$ cat src/rtl/intr_pkg.sv
package intr_pkg;
  localparam int unsigned GRP  = 3;
  localparam int unsigned NSRC = 2 * GRP;

  typedef enum logic [1:0] {
    A_EN_MAIN  = 2'd0,
    A_EN_EXT   = 2'd1,
    A_FLG_MAIN = 2'd2,
    A_FLG_EXT  = 2'd3
  } reg_addr_e;
endpackage

$ cat src/rtl/intr_flag_bank.sv
module intr_flag_bank #(
  parameter int unsigned NSRC = 6
) (
  input  logic            clk,
  input  logic            rst,
  input  logic [NSRC-1:0] evt,
  input  logic [NSRC-1:0] clr,
  output logic [NSRC-1:0] flag_q
);
  for (genvar i = 0; i < NSRC; i++) begin : g_flag
    // set has priority over clear so no event is lost
    always_ff @(posedge clk) begin
      if (rst)         flag_q[i] <= 1'b0;
      else if (evt[i]) flag_q[i] <= 1'b1;
      else if (clr[i]) flag_q[i] <= 1'b0;
    end

    p_flag_set_r2: assert property (@(posedge clk) disable iff (rst)
      evt[i] |=> flag_q[i]);
    p_flag_clear_r6: assert property (@(posedge clk) disable iff (rst)
      (clr[i] && !evt[i]) |=> !flag_q[i]);
    p_set_wins_r9: assert property (@(posedge clk) disable iff (rst)
      (clr[i] && evt[i]) |=> flag_q[i]);
    p_flag_hold_r7: assert property (@(posedge clk) disable iff (rst)
      (!clr[i] && !evt[i]) |=> flag_q[i] == $past(flag_q[i]));
  end
endmodule

$ cat src/rtl/intr_enable_regs.sv
module intr_enable_regs #(
  parameter int unsigned GRP = 3
) (
  input  logic             clk,
  input  logic             rst,
  input  logic             wr_main,
  input  logic             wr_ext,
  input  logic [GRP-1:0]   wval,
  output logic [2*GRP-1:0] en_q
);
  always_ff @(posedge clk) begin
    if (rst) begin
      en_q <= '0;
    end else begin
      if (wr_main) en_q[GRP-1:0]     <= wval;
      if (wr_ext)  en_q[2*GRP-1:GRP] <= wval;
    end
  end

  p_en_hold_r10: assert property (@(posedge clk) disable iff (rst)
    (!wr_main && !wr_ext) |=> $stable(en_q));
  p_en_load_r5: assert property (@(posedge clk) disable iff (rst)
    wr_ext |=> en_q[2*GRP-1:GRP] == $past(wval));
endmodule

$ cat src/rtl/intr_irq_out.sv
module intr_irq_out #(
  parameter int unsigned NSRC = 6
) (
  input  logic            clk,
  input  logic            rst,
  input  logic [NSRC-1:0] flag_q,
  input  logic [NSRC-1:0] en_q,
  output logic            summary,
  output logic            irq_n
);
  logic [NSRC-1:0] live;
  assign live    = flag_q & en_q;
  assign summary = |live;

  always_ff @(posedge clk) begin
    if (rst) irq_n <= 1'b1;
    else     irq_n <= ~summary;
  end

  p_irq_low_r3: assert property (@(posedge clk) disable iff (rst)
    (|(flag_q & en_q)) |=> !irq_n);
  p_irq_high_r4: assert property (@(posedge clk) disable iff (rst)
    ((flag_q & en_q) == '0) |=> irq_n);
endmodule

$ cat src/rtl/intr_flag_ctrl.sv
module intr_flag_ctrl #(
  parameter int unsigned DW = 8
) (
  input  logic                        clk,
  input  logic                        rst,
  input  logic [intr_pkg::NSRC-1:0]   evt_pulse,
  input  logic                        wr_en,
  input  logic                        rd_en,
  input  logic [1:0]                  addr,
  input  logic [DW-1:0]               wdata,
  output logic [DW-1:0]               rdata,
  output logic                        irq_n
);
  import intr_pkg::*;
  localparam int unsigned PADW = DW - GRP - 1;

  logic [NSRC-1:0] flag_q, en_q, clr;
  logic            summary;
  logic            wr_main_en, wr_ext_en, rd_main_flg, wr_ext_flg;
  logic [DW-1:0]   rd_mux;
  logic            unused_wdata;

  assign unused_wdata = ^wdata[DW-1:GRP];
  assign wr_main_en   = wr_en && (addr == A_EN_MAIN);
  assign wr_ext_en    = wr_en && (addr == A_EN_EXT);
  assign rd_main_flg  = rd_en && (addr == A_FLG_MAIN);
  assign wr_ext_flg   = wr_en && (addr == A_FLG_EXT);

  assign clr[GRP-1:0]     = {GRP{rd_main_flg}};
  assign clr[NSRC-1:GRP]  = wr_ext_flg ? ~wdata[GRP-1:0] : '0;

  intr_flag_bank #(.NSRC(NSRC)) u_flags (
    .clk(clk), .rst(rst), .evt(evt_pulse), .clr(clr), .flag_q(flag_q));

  intr_enable_regs #(.GRP(GRP)) u_en (
    .clk(clk), .rst(rst), .wr_main(wr_main_en), .wr_ext(wr_ext_en),
    .wval(wdata[GRP-1:0]), .en_q(en_q));

  intr_irq_out #(.NSRC(NSRC)) u_irq (
    .clk(clk), .rst(rst), .flag_q(flag_q), .en_q(en_q),
    .summary(summary), .irq_n(irq_n));

  always_comb begin
    unique case (addr)
      A_EN_MAIN:  rd_mux = {1'b0, {PADW{1'b0}}, en_q[GRP-1:0]};
      A_EN_EXT:   rd_mux = {1'b0, {PADW{1'b0}}, en_q[NSRC-1:GRP]};
      A_FLG_MAIN: rd_mux = {summary, {PADW{1'b0}}, flag_q[GRP-1:0]};
      default:    rd_mux = {summary, {PADW{1'b0}}, flag_q[NSRC-1:GRP]};
    endcase
  end

  always_ff @(posedge clk) begin
    if (rst)        rdata <= '0;
    else if (rd_en) rdata <= rd_mux;
  end

  p_summary_r8: assert property (@(posedge clk) disable iff (rst)
    (rd_en && addr[1]) |=> rdata[DW-1] == $past(|(flag_q & en_q)));
  p_en_pad_r10: assert property (@(posedge clk) disable iff (rst)
    (rd_en && !addr[1]) |=> rdata[DW-1:GRP] == '0);
  p_reset_r1: assert property (@(posedge clk)
    $past(rst) |-> (irq_n && rdata == '0 && flag_q == '0 && en_q == '0));
endmodule

$ cat config.mk
export PLATFORM = sky130hd
export DESIGN_NAME = intr_flag_ctrl
export DESIGN_NICKNAME = d
export VERILOG_FILES = /design/src/rtl/intr_pkg.sv /design/src/rtl/intr_flag_bank.sv /design/src/rtl/intr_enable_regs.sv /design/src/rtl/intr_irq_out.sv /design/src/rtl/intr_flag_ctrl.sv
export SDC_FILE = /design/constraint.sdc
export NUM_CORES = 1
export LEC_CHECK = 0
export BUFFER_PORTS_ARGS = -buffer_cell sky130_fd_sc_hd__buf_2
export CAP_MARGIN = 15
export CORE_MARGIN = 1.5
export CORE_UTILIZATION = 43
export DETAILED_ROUTE_END_ITERATION = 12
export PLACE_DENSITY = 0.79
export SLEW_MARGIN = 20
export SYNTH_ARGS = -nofsm -noshare
export SYNTH_HDL_FRONTEND = slang
export SYNTH_HIERARCHICAL = 1
export SYNTH_SLANG_ARGS = --single-unit
$ cat constraint.sdc
create_clock -name clk -period 1.3 [get_ports clk]
set_clock_uncertainty 0.15 [all_clocks]
set_input_delay 0.26 -clock clk [delete_from_list [all_inputs] [get_ports clk]]
set_output_delay 0.26 -clock clk [all_outputs]
set_load 0.01 [all_outputs]
==> flow_summary_export.csv <==
group,metric,value,unit
status,status,"completed",
synthesis,synth_cell_types,20,
setup_path,crit_path_end_kind,"output port",
clock_tree,clk_pin_slew,0.10,ns
drt,drc,0,
sta,setup_ws,0.119,ns
floorplan,rows,15,
setup_path,critPathArrivalTime,0.77,ns
min_path,min_path_cells,3,
global_routing,groute.usage.overall,16.9,%
pwr,power.leakage,0.440,nW
sta,hold_violations,0,
synthesis,netlist_area,846,sq um
synthesis,ys_warn_count,6,
sta,holdWs,0.0427,ns
synthesis,synthTopCellsByArea,"dfxtp_1, mux2i_1, nand2b_4",
place,hpwl,1.24,mm
sta,rsz0062_at_grt,"false",
floorplan,core,1780,sq um
synthesis,syn_inst,82,
floorplan,die_h,47.4,microns
cells_and_area,area_delta_synth_final,17.8,%
synthesis,synth_edf_count,0,
setup_path,path_max_fanout,2,
drt,ant_nets,0,
global_routing,antenna_found_initial,0,
global_routing,gr-total-overflow,0,
drt,dr.pass1.iters,3,
global_routing,grt_pass1_wl,2.61,mm
pwr,ir_drop,0.588,mV
clock_tree,ctsResizeCount,0,
synthesis,ys.flop_type,"dfxtp_1",
synthesis,yosysMostFrequentCell,"dfxtp_1",
drt,vias_per_cell,5.06,
global_routing,grt_pass1_vias,604,
synthesis,async_flop_share,0,%
sta,layout_min_cycle_time,1.18,ns
clock_tree,cts_setup_buffers,0,
cells_and_area,layout.nets,126,
min_path,hp-class,"input pin to flop",
global_routing,grt_max_degree,15,
pwr,powerDensity,1010,nW/um^2
floorplan,die_w,47.4,microns
clock_tree,clockBufferDepth,2,
job,cap_violations,0,
drt,drt_iter0_markers,9,
sta,drv_slew,0,
cells_and_area,diodes,0,
clock_tree,tritoncts,"done",
cells_and_area,final_cells,130,
setup_path,path_buf_inv,1,
synthesis,synth_top_cell_by_area,"dfxtp_1",
clock_tree,cts.sinks,17,
setup_path,critPathLaunchType,"flop",
floorplan,pin_count,29,
setup_path,crit_family,"flip-flops",
setup_path,criticalPathCategory,"flop to output port",
min_path,worstHoldStart,"evt_pulse[4]",
floorplan,die-area,2240,sq um
synthesis,ys_ff_latch,17,
place,gp_congestion,0.787,
clock_tree,cts_root_buffer,"clkbuf_4",
setup_path,required,0.89,ns
synthesis,synth_common_cells,"dfxtp_1, mux2i_1, nor2_1",
drt,post_drt_wl_per_cell,12.4,microns
place,placed_cells,126,
sta,min_period_over_period,90.8,%
sta,fmax,847,MHz
setup_path,worst_path_max_delay_cell,"dfxtp_1",
cells_and_area,drive_above_1_share,39.0,%
sta,setup_viol,0,
drt,vias,658,
clock_tree,postCtsHoldBufs,0,
drt,wirelength,1.62,mm
setup_path,slowest_delay,0.35,ns
clock_tree,clk_latency,0.28,ns
synthesis,avgSynthCellArea,10.3,sq um
floorplan,initial_core_util,47.4,%
clock_tree,ctsHtreeMaxLevel,1,
cells_and_area,fin_util,55.9,%
setup_path,r2r-start,"u_flags/flag_q[2]$_SDFFE_PP0P_",
setup_path,cp_num_cells,1,
place,dpl_worst_slack,0.0325,ns
synthesis,ys_seq_area_share,40.2,%
setup_path,critPathLaunch,"rdata[7]$_SDFFE_PP0P_",
sta,tns,0,ns
setup_path,worstRegToRegCells,4,
setup_path,cp_cell_sequence,"buf_2",
clock_tree,cts_buffers,3,
place,port_buffers,19,
synthesis,netlist.area_leader.share,40.2,%
stage by stage:
step	instance area, sq um	power, mW
after floorplan	862	0.680
after global placement	968	0.725
after detailed placement	968	0.733
after CTS	996	1.02
after global routing	996	1.05
final	996	1.01
worst reg2reg max path, delay by kind of cell (launching register included):
kind / cells / cell delay, ns
compound gates: 2 / 0.29
flops: 1 / 0.37
simple gates: 2 / 0.19
sequential cells by signal, summed over array words and instances (netlist names):
| name | count |
|---|---|
| u_en/en_q | 6 |
| u_irq/irq_n | 1 |
| u_flags/flag_q | 6 |
| rdata | 4 |
where the power goes:
part / switching [mW] / internal (mW)
clock network: 0.171 / 0.114
registers: 0.0282 / 0.547
logic: 0.0701 / 0.0755
total: 0.269 / 0.737
area by class of cell:
type	count	area, sq um
tap	25	31.3
timing repair buffer	21	110
clock inverter	1	5.00
fill	172	787
sequential	17	340
multi-input combinational	57	464
clock buffer	3	22.5
inverter	6	22.5
placed cells by master, fill, tap and decap left out:
cell,Yosys,layout
buf_2,1,19
dfxtp_1,17,17
mux2i_1,12,12
nor2_1,9,9
a21oi_1,7,7
inv_1,6,6
nand2b_4,6,6
conb_1,1,4
nand3_1,3,3
or3b_2,3,3
clkbuf_4,0,3
a22oi_2,3,3
and3b_1,2,2
o221ai_1,2,2
buf_4,4,2
nor3b_2,0,1
nand2b_2,1,1
or3b_4,1,1
nand3b_1,1,1
o221ai_2,1,1
clkinv_2,0,1
a31o_1,1,1
per-layer routing:
metal  GRT usage (%)  share of wire (%)  vias up
met4            6.67               0.80        0
met3            3.46                3.8        2
li1                -                  -      325
met5               0                  0        -
met2            27.8                 47       17
met1            21.6                 49      314
path summary, 6_finish.rpt:
path	end	slack (ns)
worst min-delay path	u_flags/flag_q[4]$_SDFFE_PP0P_	0.04
worst max-delay path	rdata[7]	0.12
worst max register to register	rdata[7]$_SDFFE_PP0P_	0.21
worst min register to register	rdata[7]$_SDFFE_PP0P_	0.32
logic make-up after synthesis:
family | synth area share (%)
compound gates | 13.5
buf+inv | 6.80
flops | 40.2
mux | 14.2
other cells | 0.443
simple gates | 24.9
Power figures use the tool's default switching activity.
